## src/rtl/lcs_pkg.sv

```systemverilog
package lcs_pkg;
  typedef enum logic [1:0] {
    ST_START = 2'd0,
    ST_RUN   = 2'd1,
    ST_LIMP  = 2'd2,
    ST_STOP  = 2'd3
  } lcs_state_e;
endpackage

```

## src/rtl/lcs_sync.sv

```systemverilog
module lcs_sync #(
  parameter int STAGES = 2
) (
  input  logic clk,
  input  logic rst,
  input  logic d_i,
  output logic q_o
);
  generate
    if (STAGES <= 1) begin : g_one
      logic q_r;
      always_ff @(posedge clk) begin
        if (rst) q_r <= 1'b0;
        else     q_r <= d_i;
      end
      assign q_o = q_r;
    end else begin : g_chain
      logic [STAGES-1:0] sh;
      always_ff @(posedge clk) begin
        if (rst) sh <= '0;
        else     sh <= {sh[STAGES-2:0], d_i};
      end
      assign q_o = sh[STAGES-1];
    end
  endgenerate
endmodule

```

## src/rtl/lcs_startup_cnt.sv

```systemverilog
module lcs_startup_cnt #(
  parameter int CNT_W = 13,
  parameter int LIMIT = 4096
) (
  input  logic clk,
  input  logic clr_i,
  output logic done_o
);
  localparam logic [CNT_W-1:0] LAST = CNT_W'(LIMIT - 1);
  logic [CNT_W-1:0] cnt;

  always_ff @(posedge clk) begin
    if (clr_i)            cnt <= '0;
    else if (cnt != LAST) cnt <= cnt + 1'b1;
  end

  assign done_o = (cnt == LAST);
endmodule

```

## src/rtl/lcs_check_timer.sv

```systemverilog
module lcs_check_timer #(
  parameter int FIRST_CHK = 4096,
  parameter int RECHK     = 8192
) (
  input  logic clk,
  input  logic rst,
  input  logic load_first_i,
  input  logic load_re_i,
  output logic expired_o
);
  localparam int MAXV  = (FIRST_CHK > RECHK) ? FIRST_CHK : RECHK;
  localparam int TMR_W = $clog2(MAXV) + 1;
  localparam logic [TMR_W-1:0] V_FIRST = TMR_W'(FIRST_CHK - 1);
  localparam logic [TMR_W-1:0] V_RE    = TMR_W'(RECHK - 1);

  logic [TMR_W-1:0] t;

  always_ff @(posedge clk) begin
    if (rst)               t <= '0;
    else if (load_first_i) t <= V_FIRST;
    else if (load_re_i)    t <= V_RE;
    else if (t != '0)      t <= t - 1'b1;
  end

  assign expired_o = (t == '0);
endmodule

```

## src/rtl/lcs_qualifier.sv

```systemverilog
module lcs_qualifier #(
  parameter int QUAL_N = 1
) (
  input  logic clk,
  input  logic clr_i,
  input  logic hit_i,
  input  logic miss_i,
  output logic last_o
);
  localparam int QW = (QUAL_N > 1) ? $clog2(QUAL_N) : 1;
  localparam logic [QW-1:0] TOP = QW'(QUAL_N - 1);

  logic [QW-1:0] runs;

  always_ff @(posedge clk) begin
    if (clr_i || miss_i) runs <= '0;
    else if (hit_i)      runs <= (runs == TOP) ? '0 : runs + 1'b1;
  end

  // Next active check completes the qualification run
  assign last_o = (runs == TOP);
endmodule

```

## src/rtl/limp_clk_supervisor.sv

```systemverilog
module limp_clk_supervisor
  import lcs_pkg::*;
#(
  parameter int CNT_W       = 13,
  parameter int STARTUP_CYC = 4096,
  parameter int FIRST_CHK   = 4096,
  parameter int RECHK       = 8192,
  parameter int QUAL_N      = 1,
  parameter int SYNC_STAGES = 2
) (
  input  logic clk,
  input  logic por_i,
  input  logic ext_rst_i,
  input  logic cop_rst_i,
  input  logic pll_supply_i,
  input  logic lh_disable_i,
  input  logic xtal_active_i,
  input  logic stop_req_i,
  input  logic stop_wake_i,
  input  logic stop_dly_i,
  output logic sel_vco_o,
  output logic limp_o,
  output logic run_o
);
  lcs_state_e st_q, st_d;
  logic limp_q, limp_d, run_q, run_d;
  logic rst_any, lh_ok, act_s;
  logic start_done, tmr_exp, q_last;
  logic cnt_clr, ld_first, ld_re, q_clr, hit, miss;

  assign rst_any = por_i | ext_rst_i;
  assign lh_ok   = pll_supply_i & ~lh_disable_i;

  lcs_sync #(.STAGES(SYNC_STAGES)) u_sync (
    .clk (clk), .rst (rst_any), .d_i (xtal_active_i), .q_o (act_s)
  );

  lcs_startup_cnt #(.CNT_W(CNT_W), .LIMIT(STARTUP_CYC)) u_start (
    .clk (clk), .clr_i (cnt_clr), .done_o (start_done)
  );

  lcs_check_timer #(.FIRST_CHK(FIRST_CHK), .RECHK(RECHK)) u_tmr (
    .clk (clk), .rst (rst_any), .load_first_i (ld_first),
    .load_re_i (ld_re), .expired_o (tmr_exp)
  );

  lcs_qualifier #(.QUAL_N(QUAL_N)) u_qual (
    .clk (clk), .clr_i (q_clr), .hit_i (hit), .miss_i (miss), .last_o (q_last)
  );

  always_comb begin
    st_d     = st_q;
    limp_d   = limp_q;
    run_d    = run_q;
    cnt_clr  = 1'b0;
    ld_first = 1'b0;
    ld_re    = 1'b0;
    q_clr    = 1'b0;
    hit      = 1'b0;
    miss     = 1'b0;
    if (rst_any) begin
      st_d    = ST_START;
      limp_d  = 1'b1;
      run_d   = 1'b0;
      cnt_clr = 1'b1;
      q_clr   = 1'b1;
    end else if (cop_rst_i) begin
      st_d    = ST_START;
      run_d   = 1'b0;
      cnt_clr = 1'b1;
    end else begin
      unique case (st_q)
        ST_START: begin
          if (act_s) limp_d = 1'b0;
          if (start_done) begin
            run_d = 1'b1;
            if (limp_d && lh_ok) begin
              st_d     = ST_LIMP;
              ld_first = 1'b1;
              q_clr    = 1'b1;
            end else begin
              st_d = ST_RUN;
            end
          end
        end
        ST_RUN: begin
          if (stop_req_i) begin
            st_d  = ST_STOP;
            run_d = 1'b0;
          end else if (lh_ok && !act_s) begin
            st_d     = ST_LIMP;
            limp_d   = 1'b1;
            ld_first = 1'b1;
            q_clr    = 1'b1;
          end
        end
        ST_LIMP: begin
          if (stop_req_i) begin
            st_d  = ST_STOP;
            run_d = 1'b0;
          end else if (!lh_ok) begin
            st_d = ST_RUN;
          end else if (tmr_exp) begin
            ld_re = 1'b1;
            if (act_s) begin
              hit = 1'b1;
              if (q_last) begin
                limp_d = 1'b0;
                st_d   = ST_RUN;
              end
            end else begin
              miss = 1'b1;
            end
          end
        end
        ST_STOP: begin
          if (stop_wake_i) begin
            if (stop_dly_i) begin
              st_d    = ST_START;
              cnt_clr = 1'b1;
              limp_d  = 1'b1;
            end else begin
              run_d = 1'b1;
              if (lh_ok && !act_s) begin
                st_d     = ST_LIMP;
                limp_d   = 1'b1;
                ld_first = 1'b1;
                q_clr    = 1'b1;
              end else begin
                st_d   = ST_RUN;
                limp_d = 1'b0;
              end
            end
          end
        end
        default: st_d = ST_START;
      endcase
    end
    limp_d = limp_d & lh_ok;
  end

  always_ff @(posedge clk) begin
    st_q   <= st_d;
    limp_q <= limp_d;
    run_q  <= run_d;
  end

  assign sel_vco_o = limp_q;
  assign limp_o    = limp_q;
  assign run_o     = run_q;
endmodule

```

## config.mk

```make
export PLATFORM = sky130hd
export DESIGN_NAME = limp_clk_supervisor
export DESIGN_NICKNAME = d
export VERILOG_FILES = /design/src/rtl/lcs_pkg.sv /design/src/rtl/lcs_sync.sv /design/src/rtl/lcs_startup_cnt.sv /design/src/rtl/lcs_check_timer.sv /design/src/rtl/lcs_qualifier.sv /design/src/rtl/limp_clk_supervisor.sv
export SDC_FILE = /design/constraint.sdc
export NUM_CORES = 1
export LEC_CHECK = 0
export CORE_MARGIN = 1
export CORE_UTILIZATION = 39
export DETAILED_ROUTE_END_ITERATION = 12
export GPL_ROUTABILITY_DRIVEN = 0
export PLACE_DENSITY = 0.58
export SLEW_MARGIN = 20
export SYNTH_ARGS = -nofsm -noshare
export SYNTH_HDL_FRONTEND = slang
export SYNTH_SLANG_ARGS = --single-unit
```

## constraint.sdc

```tcl
create_clock -name clk -period 3.45 [get_ports clk]
set_input_delay 0.8625 -clock clk [delete_from_list [all_inputs] [get_ports clk]]
set_output_delay 0.8625 -clock clk [all_outputs]
set_load 0.05 [all_outputs]
```

Word-level counts from Yosys, hierarchy flattened
Cells that the tools add are included.

storage, ports and cells
  register bits = 34
  latch bits = 0
  bits in read-only memories = 0
  memories = 0
  logic and storage cells = 117
  input port bits = 10
  RAM bits = 0

operators by class
  reductions and logical operators = 15
  multipliers = 0
  bitwise gates (word level) = 4
  equal/unequal tests = 13
  $add $sub $neg = 3
  divide/modulo/power cells = 0
  multiplexer cells = 73
  magnitude comparators = 0
  shifts and indexed selects = 0

operators by type and width
  cell                   count
  $mux 1                 54
  $mux 13                2
  $mux 2                 12
  $logic_not 14->1       1
  $reduce_bool 14->1     1
  $sub 14x1->14 const B  1
  $add 13x1->13 const B  1
  $eq 13x12->1 const B   1
  $ne 13x12->1 const B   1
  $mux 12                1
  $ne 4x4->1 const B     2
  $pmux 2 s4             1
  $ne 2x2->1 const B     3
  $pmux 1 s3             2
  $reduce_and 6->1       1
  $reduce_or 2->1        3
  $eq 2x2->1 const B     2
  $ne 4x3->1 const B     1
  $pmux 1 s4             1
  $reduce_and 4->1       1
  $ne 3x3->1 const B     1
  $reduce_bool 3->1      1
  $reduce_or 3->1        1
  $and 1x1->1            2
  other kinds (10)       11

Longest topological paths before layout
Gate-level depths: netlist of the first run.

  depth after elaboration = 11
  mapped depth = 8

By module
Synthesis of the first run repeated with hierarchy kept, for this count alone.

second synthesis, totals
  cell total of the unflattened synthesis = 235
  area total of the unflattened synthesis = 1993.2 µm²

by module, submodules not included
  module               area each (µm²)  cells an instance  times used  seq. area each (µm²)
  lcs_check_timer      773.2            86                 1           280.3
  lcs_startup_cnt      643.1            71                 1           260.2
  limp_clk_supervisor  513.0            72                 1           80.1
  lcs_sync             52.6             4                  1           40.0
  lcs_qualifier        11.3             2                  1           0.0

Least setup slack after synthesis of the first run
No wires, ideal clock.

  path kind = input to register
  start = input lh_disable_i
  end = register u_tmr.t[7]
  stages = 6
  data required time = 3392 ps
  library setup time = 58 ps
  arrival = 2077 ps
  slack = 1315 ps
  path through = or3b_1 > clkbuf_1 > nor4_1 > a21oi_2 > a31oi_1 > o21a_1

between the ends
  longest elaborated chain between the ends = 10
  elaborated cells between the ends (all ways) = 21
  classes of those cells = mux (16); bitwise (2); reduce/logical (3)

RTL lines
  element                                                        RTL line                                               source
  start: declaration                                             limp_clk_supervisor.sv:16                              input logic lh_disable_i,
  $not 1->1 (*)                                                  limp_clk_supervisor.sv:32                              assign lh_ok = pll_supply_i & ~lh_disable_i;
  $and 1x1->1 (*)                                                limp_clk_supervisor.sv:32
  $logic_and 1x1->1                                              limp_clk_supervisor.sv:90, limp_clk_supervisor.sv:124
  $mux 1                                                         limp_clk_supervisor.sv:90, limp_clk_supervisor.sv:124
  $mux 1                                                         limp_clk_supervisor.sv:118                             if (stop_dly_i) begin
  $mux 1                                                         limp_clk_supervisor.sv:117                             if (stop_wake_i) begin
  $pmux 1 s3                                                     limp_clk_supervisor.sv:72                              unique case (st_q)
  $mux 1                                                         limp_clk_supervisor.sv:67                              end else if (cop_rst_i) begin
  $mux 1                                                         limp_clk_supervisor.sv:61                              if (rst_any) begin
  $reduce_bool 3->1 (no line) / $mux 12 (equally long branches)  n/a
  end signal: assignment                                         lcs_check_timer.sv:22                                  else if (t != '0) t <= t - 1'b1;
  end: declaration                                               lcs_check_timer.sv:16                                  logic [TMR_W-1:0] t;

Mark *: on every way between the ends. The rest lies on a longest branch, timed or not.
A chain may end at the register's enable or synchronous reset.

Worst setup path after layout of the first run
  start = input pll_supply_i
  end = register u_tmr.t[7]

between the ends
  longest elaborated chain between the ends = 9
  elaborated cells between the ends (all ways) = 20
  classes of those cells = mux (16); bitwise (1); reduce/logical (3)

RTL lines
  element                                                        RTL line                                               source
  start: declaration                                             limp_clk_supervisor.sv:15                              input logic pll_supply_i,
  $and 1x1->1 (*)                                                limp_clk_supervisor.sv:32
  $logic_and 1x1->1                                              limp_clk_supervisor.sv:90, limp_clk_supervisor.sv:124
  $mux 1                                                         limp_clk_supervisor.sv:90, limp_clk_supervisor.sv:124
  $mux 1                                                         limp_clk_supervisor.sv:118
  $mux 1                                                         limp_clk_supervisor.sv:117
  $pmux 1 s3                                                     limp_clk_supervisor.sv:72
  $mux 1                                                         limp_clk_supervisor.sv:67
  $mux 1                                                         limp_clk_supervisor.sv:61
  $reduce_bool 3->1 (no line) / $mux 12 (equally long branches)  n/a

Marked as above.

==> impl_summary.txt, run 1 <==
----------------------------------------------------
[Placed design]
  Total of buffers placed on input and output ports ... 12
  DPL Wire Length ... 2.955 mm
  Placed Cells incl. Taps ... 281

[Final layout]
  Area overhead of the layout relative to synthesis ... 13.55%
  Final net count ... 254
  Layout cell share with drive strength beyond 1 ... 5.907%
  Final Instance Count excl. Fillers ... 289
  Count of inserted antenna diode cells ... 0

[CTS]
  CTS H-tree lvls ... 2
  Num Clock Sinks ... 33
  CTS Root Cell ... clkbuf_8
  CTS tree ... yes
  Worst-Skew Late Latency ... 0.28 ns
  Setup bufs post-CTS ... 0
  Deepest clock path buffer count ... 2
  Clock buffer count from CTS ... 5
  Hold buffer count at cts ... 0
  Clock-pin slew reported for the worst setup and hold paths after clock tree synthesis ... 0.07 ns
  Post-CTS Resized ... 0

[Floorplan]
  Initial core utilization ... 41.81%
  Die Wd ... 71.49 um
  Count of boundary I/O pins ... 13
  Area of the core region ... 4504 sq um
  Die Area ... 5110 sq um
  Count of standard-cell rows ... 24
  Floorplan die height ... 71.49 um

[Detailed routing]
  Initial drt markers ... 148
  Vias ... 1670
  Routed via count divided by cell count ... 5.779
  Remaining routing DRC violations ... 0
  Post-detailed-routing wire length ... 4.027 mm
  Wire per inst ... 13.93 um
  Post-route ant nets ... 0
  Number of iterations in the first detailed-routing pass ... 4

[STA]
  Fraction of the cycle the final worst path needs ... 72.50%
  Count of final hold-check violations ... 0
  Total setup violations reported at the end of the flow ... 0
  Headroom to the max-slew limit ... 51.78%
  Slew at the pin closest to its max-slew limit ... 0.7217 ns
  Fin Clk Skew ... 0.007570 ns
  Max Clock Freq ... 0.3998 GHz
  Number of pins with negative max-slew slack in the final report ... 0
  Setup TNS ... 0 ns
  Setup repair after global routing missed its margin ... no
  Final critical-path required period ... 2.501 ns

[Run status]
  Status ... completed

[Synthesis]
  Number of warning messages in the yosys log ... 0
  Largest cells by area after synthesis ... dfxtp_1 35%, xnor2_1 5.6%, ha_1 5.3%
  Cell accounting for the most synthesized area ... dfxtp_1
  List of most frequent post-synthesis cells ... 33 x dfxtp_1, 18 x nor2_1, 16 x nand2_1
  Yosys cell types ... 48
  Synthesized area ... 1883 sq um
  Syn avg cell area ... 8.444 sq um
  Proportion of synthesized chip area in sequential cells ... 35.08%
  Commonest register cell after synthesis ... dfxtp_1
  Register bit count reported by yosys ... 33
  EDFF count, synth ... 0
  Instance count of the mapped netlist ... 223
  Post-synth net total ... 241
  Fraction of synthesis flops using an asynchronous set or reset pin ... 0%
  Most frequently used cell type in the post-synthesis netlist ... dfxtp_1
  Share of Yosys cell area claimed by the top area cell type ... 35.08%

[Global routing]
  Largest net degree at the start of global routing ... 13
  Global-route wire length before repair ... 6.879 mm
  Combined global-route utilization of all metal layers ... 16.95%
  Antenna violations before repair ... 0
  Grt total ovfl ... 0
  Via count of the first global-routing pass ... 1513

[Power and ir drop]
  Worst vdd ir ... 0.3362 mV
  Leakage power summed over all cells ... 0.7432 nW
  Power per standard cell area ... 788.8 nW/um^2

[Critical path]
  Worst EP required ... 3.68 ns
  Element type at the critical path end ... register
  Kind of start point of the critical path ... input port
  Critical path class ... in2reg
  Startpoint of the lowest-slack register-to-register path ... st_q[0]
  Highest net fanout along the worst path ... 9
  Arrival time of the worst setup path ... 2.73 ns
  Start point of the critical path ... pll_supply_i

[Min path]
  Type of the worst min-delay path ... reg2reg
  Launch point of the worst hold path ... u_sync.g_chain.sh[0]

[Run]
  Total of max-cap violations ... 0

----------------------------------------------------
placed cells by master, fill, tap and decap left out, drive strengths merged, types with 4 or more instances in the layout:
| cell type | count |
|---|---|
| dfxtp | 33 |
| nor2 | 18 |
| a21oi | 17 |
| nand2 | 16 |
| nand3 | 12 |
| xnor2 | 12 |
| clkdlybuf4s50 | 12 |
| nor3 | 11 |
| o21ai | 9 |
| inv | 8 |
| ha | 8 |
| a31oi | 7 |
| clkbuf | 7 |
| nor4 | 7 |
| nor3b | 4 |
| and4 | 4 |
| and2 | 4 |
per-stage QoR:
stage                     total power, mW  setup WS (ns)  util, %  hold slack [ns]  instance area [sq um]
after detailed placement            1.359         0.6641    45.22           0.4199                   2037
after floorplan                     1.216          1.315        -           0.4057                   1883
after CTS                           1.689         0.9510    47.47           0.4500                   2138
after global routing                1.829         0.7627    47.47           0.4582                   2138
after global placement              1.383         0.7183    45.22           0.4260                   2037
final                               1.687         0.9487    47.47           0.4448                   2138
sequential cells by signal, summed over array words and instances, names as in the netlist:
register,flops
u_tmr.t,14
u_start.cnt,13
st_q,2
u_sync.g_chain.sh,2
limp_o,1
run_o,1
area by class of cell:
class | instances | area [sq um]
Clock buffer | 7 | 96.34
Clock inverter | 1 | 5.005
Fill cell | 432 | 2366
Inverter | 8 | 30.03
Multi-Input combinational cell | 176 | 1161
Sequential cell | 33 | 660.6
Tap cell | 52 | 65.06
Timing Repair Buffer | 12 | 120.1
worst paths after layout:
check        slack [ns]                    to  cells past startpoint
max                0.95            u_tmr.t[7]                      6
min                0.44  u_sync.g_chain.sh[1]                      1
max reg2reg        1.24            u_tmr.t[7]                      7
min reg2reg        0.44  u_sync.g_chain.sh[1]                      1
per-layer routing:
metal	vias to the layer above	global-route usage, %	wire length [um]
li1	856	-	-
met1	780	22.54	2007
met2	30	26.98	1820
met3	4	3.657	152
met4	0	6.536	46
met5	-	0	0
power by group:
part           internal (mW)  switching [mW]
sequential             0.450          0.0987
clock                  0.180           0.138
combinational          0.351           0.469
critical path, cell delays in order:
cell             delay (ns)
clkdlybuf4s50_1        0.52
or3b_1                 0.46
nor4_1                 0.34
a21oi_2                0.19
a31oi_1                0.21
o21a_1                 0.13
cells by family after synthesis:
family / after synthesis / share of synthesized area [%]
adder cells (fa/ha/maj): 8 / 5.316
AND/OR/NAND/NOR: 99 / 30.37
AO/OA/AOI/OAI: 53 / 18.41
buffers and inverters: 14 / 3.255
XOR/XNOR: 14 / 6.512
flip-flops: 33 / 35.08
multiplexers: 2 / 1.063
(Power assumes the default switching activity.)
==> inputs of run 2 (changes only) <==
--- a/config.mk
+++ b/config.mk
@@ -9,7 +9,7 @@
 export CORE_UTILIZATION = 39
 export DETAILED_ROUTE_END_ITERATION = 12
 export GPL_ROUTABILITY_DRIVEN = 0
-export PLACE_DENSITY = 0.58
+export PLACE_DENSITY = 0.6
 export SLEW_MARGIN = 20
 export SYNTH_ARGS = -nofsm -noshare
 export SYNTH_HDL_FRONTEND = slang
==> constraint.sdc (replaced) <==
create_clock -name clk -period 2.1 [get_ports clk]
set_input_delay 0.525 -clock clk [delete_from_list [all_inputs] [get_ports clk]]
set_output_delay 0.525 -clock clk [all_outputs]
set_load 0.05 [all_outputs]
==> impl_summary.txt, run 2 (synthesis gave the netlist of run 1 again) <==
----------------------------------------------------
[Run status]
  Status ... completed (unchanged)

[Critical path]
  Element type at the critical path end ... register (unchanged)
  Reg2reg end ... u_tmr.t[7] (unchanged)
  Kind of cell adding the most delay to the critical path ... simple AND/OR/NAND/NOR gates (unchanged)
  Arrival time of the worst setup path ... 2.27 ns (was 2.73 ns)
  Register-to-Register Path Depth ... 7 (unchanged)
  Start point of the critical path ... pll_supply_i (unchanged)
  Cells along the critical path ... clkdlybuf4s50_1 -> or3b_1 -> nor4_1 -> a21oi_2 -> a31oi_1 -> o21a_1 (unchanged)
  Critical path class ... in2reg (unchanged)
  Startpoint of the lowest-slack register-to-register path ... st_q[0] (unchanged)
  Worst EP required ... 2.34 ns (was 3.68 ns)
  Buf+Inv Stages, Crit Path ... 1 (unchanged)
  Register-to-register path setup slack ... 0.11 ns (was 1.24 ns)
  Highest net fanout along the worst path ... 6 (was 9)
  Kind of start point of the critical path ... input port (unchanged)
  Master of the slowest instance on the critical path ... clkdlybuf4s50_1 (unchanged)
  Slowest stage delay, CP ... 0.48 ns (was 0.52 ns)

[STA]
  Fraction of the cycle the final worst path needs ... 96.82%
  Setup repair after global routing missed its margin ... yes (was no)
  Headroom to the max-slew limit ... 66.22% (was 51.78%)
  Count of final hold-check violations ... 0 (unchanged)
  Final critical-path required period ... 2.033 ns
  Total setup violations reported at the end of the flow ... 0 (unchanged)
  Worst hold slack ... 0.4461 ns (was 0.4448 ns)
  Slew at the pin closest to its max-slew limit ... 0.5021 ns (was 0.7217 ns)
  Fin Clk Skew ... 0.004852 ns (was 0.007570 ns)
  Number of pins with negative max-slew slack in the final report ... 0 (unchanged)
  Max Clock Freq ... 0.4918 GHz

[Power and ir drop]
  Power per standard cell area ... 1336 nW/um^2 (was 788.8 nW/um^2)
  Switching pwr ... 1.229 mW (was 0.7054 mW)
  Proportion of power drawn by flip-flops and latches ... 27.8% (was 32.5%)
  Power share of the combinational group ... 49.3% (was 48.6%)
  Clk pwr share ... 22.9% (was 18.9%)
  Switching part of the total ... 38.39% (was 41.82%)
  Worst vdd ir ... 0.5294 mV (was 0.3362 mV)
  Leakage power summed over all cells ... 0.9044 nW (was 0.7432 nW)
  Internal Dissipation ... 1.972 mW (was 0.9814 mW)

[Detailed routing]
  Wire per inst ... 13.50 um (was 13.93 um)
  Number of iterations in the first detailed-routing pass ... 4 (unchanged)
  Remaining routing DRC violations ... 0 (unchanged)
  Vias ... 1733 (was 1670)
  Initial drt markers ... 124 (was 148)
  Routed via count divided by cell count ... 5.433 (was 5.779)
  Post-route ant nets ... 0 (unchanged)
  Post-detailed-routing wire length ... 4.306 mm (was 4.027 mm)

[CTS]
  Clock-pin slew reported for the worst setup and hold paths after clock tree synthesis ... 0.07 ns (about the same)
  Deepest clock path buffer count ... 2 (unchanged)
  Num Clock Sinks ... 33 (unchanged)
  Worst-Skew Late Latency ... 0.29 ns (was 0.28 ns)
  CTS tree ... yes (unchanged)
  Clock buffer count from CTS ... 5 (unchanged)
  CTS H-tree lvls ... 2 (unchanged)
  CTS Root Cell ... clkbuf_8 (unchanged)

[Placed design]
  DPL Wire Length ... 3.270 mm (was 2.955 mm)
  Post-detailed-placement cell area ... 2257 sq um (was 2037 sq um)
  Total of buffers placed on input and output ports ... 12 (unchanged)
  Placed Cells incl. Taps ... 311 (was 281)

[Floorplan]
  Initial core utilization ... 41.81% (unchanged)
  Count of boundary I/O pins ... 13 (unchanged)
  Area of the core region ... 4504 sq um (unchanged)
  Die Wd ... 71.49 um (unchanged)
  Die Area ... 5110 sq um (unchanged)
  Count of standard-cell rows ... 24 (unchanged)
  Floorplan die height ... 71.49 um (unchanged)

[Final layout]
  Count of inserted antenna diode cells ... 0 (unchanged)
  Regs by FF count ... u_tmr.t: 14 flops, u_start.cnt: 13 flops (unchanged)
  Most common cell after layout, fill and taps aside ... dfxtp_1 (unchanged)
  Area of all placed cells without fillers ... 2396 sq um (was 2138 sq um)
  Area overhead of the layout relative to synthesis ... 27.24% (was 13.55%)
  Register bank with the most flops ... u_tmr.t (unchanged)
  Max FFs per register ... 14 (unchanged)
  Highest-count cells in the layout ignoring fill and taps ... 33 x dfxtp_1, 32 x buf_4, 18 x nor2_1 (was 33 x dfxtp_1, 18 x nor2_1, 16 x nand2_1)
  Final Instance Count excl. Fillers ... 319 (was 289)
  Final net count ... 284 (was 254)
  Layout cell share with drive strength beyond 1 ... 17.60% (was 5.907%)

[Global routing]
  Global-route wire length before repair ... 7.514 mm (was 6.879 mm)
  Grt total ovfl ... 0 (unchanged)
  Via count of the first global-routing pass ... 1688 (was 1513)
  Antenna violations before repair ... 0 (unchanged)
  Combined global-route utilization of all metal layers ... 18.82% (was 16.95%)
  Largest net degree at the start of global routing ... 13 (unchanged)

[Min path]
  Launch point of the worst hold path ... u_sync.g_chain.sh[0] (unchanged)
  Worst-case hold path end point ... u_sync.g_chain.sh[1] (unchanged)
  Type of the worst min-delay path ... reg2reg (unchanged)
  Number of instances on the worst hold path ... 1 (unchanged)

[Run]
  Total of max-cap violations ... 0 (unchanged)

----------------------------------------------------
run 2: worst max path at each step:
stage	cells past startpoint	endpoint
finish	6	u_tmr.t[7]
global route	6	u_tmr.t[7]
CTS	6	u_tmr.t[7]
detailed placement	6	u_tmr.t[7]
global placement	6	u_tmr.t[5]
floorplan	7	u_tmr.t[7]
run 2: cell type report:
cell class,count,area [sq um]
Multi-Input combinational cell,176,1162
Fill cell,431,2108
Tap cell,52,65.06
Inverter,8,30.03
Clock buffer,5,68.82
Sequential cell,33,660.6
Timing Repair Buffer,42,340.3
Clock inverter,3,68.82
run 2: timing repair:
item | in CTS | in global routing
endpoints found under the setup margin | 0 | 2
endpoints found under the hold margin | 0 | 0
hold buffers | 0 | 0
setup buffers | 0 | 0
gates resized for setup | 0 | 1
run 2: power by group through the flow:
stage	Combinational (mW)	Sequential (mW)	Clock [mW]
floorplan	1.12	0.879	0
global placement	1.55	0.903	0
detailed placement	1.56	0.902	0
CTS	1.57	0.890	0.754
global route	1.77	0.913	0.776
finish	1.58	0.890	0.733
run 2: through the flow:
step	setup TNS, ns	utilization [%]	power, mW	setup slack [ns]
after floorplan	0	-	1.997	0.1522
after global placement	-2.315	50.11	2.456	-0.1843
after detailed placement	-2.555	50.11	2.463	-0.2086
after CTS	0	53.17	3.215	0.08787
after global routing	-0.004102	53.19	3.464	-0.004102
final	0	53.19	3.200	0.06683
run 2: per-layer routing:
layer / track usage, % / up-vias / wire, um
li1: - / 918 / -
met1: 24.19 / 785 / 2185
met2: 30.79 / 24 / 1909
met3: 6.048 / 6 / 172
met4: 4.575 / 0 / 39
met5: 0 / - / 0
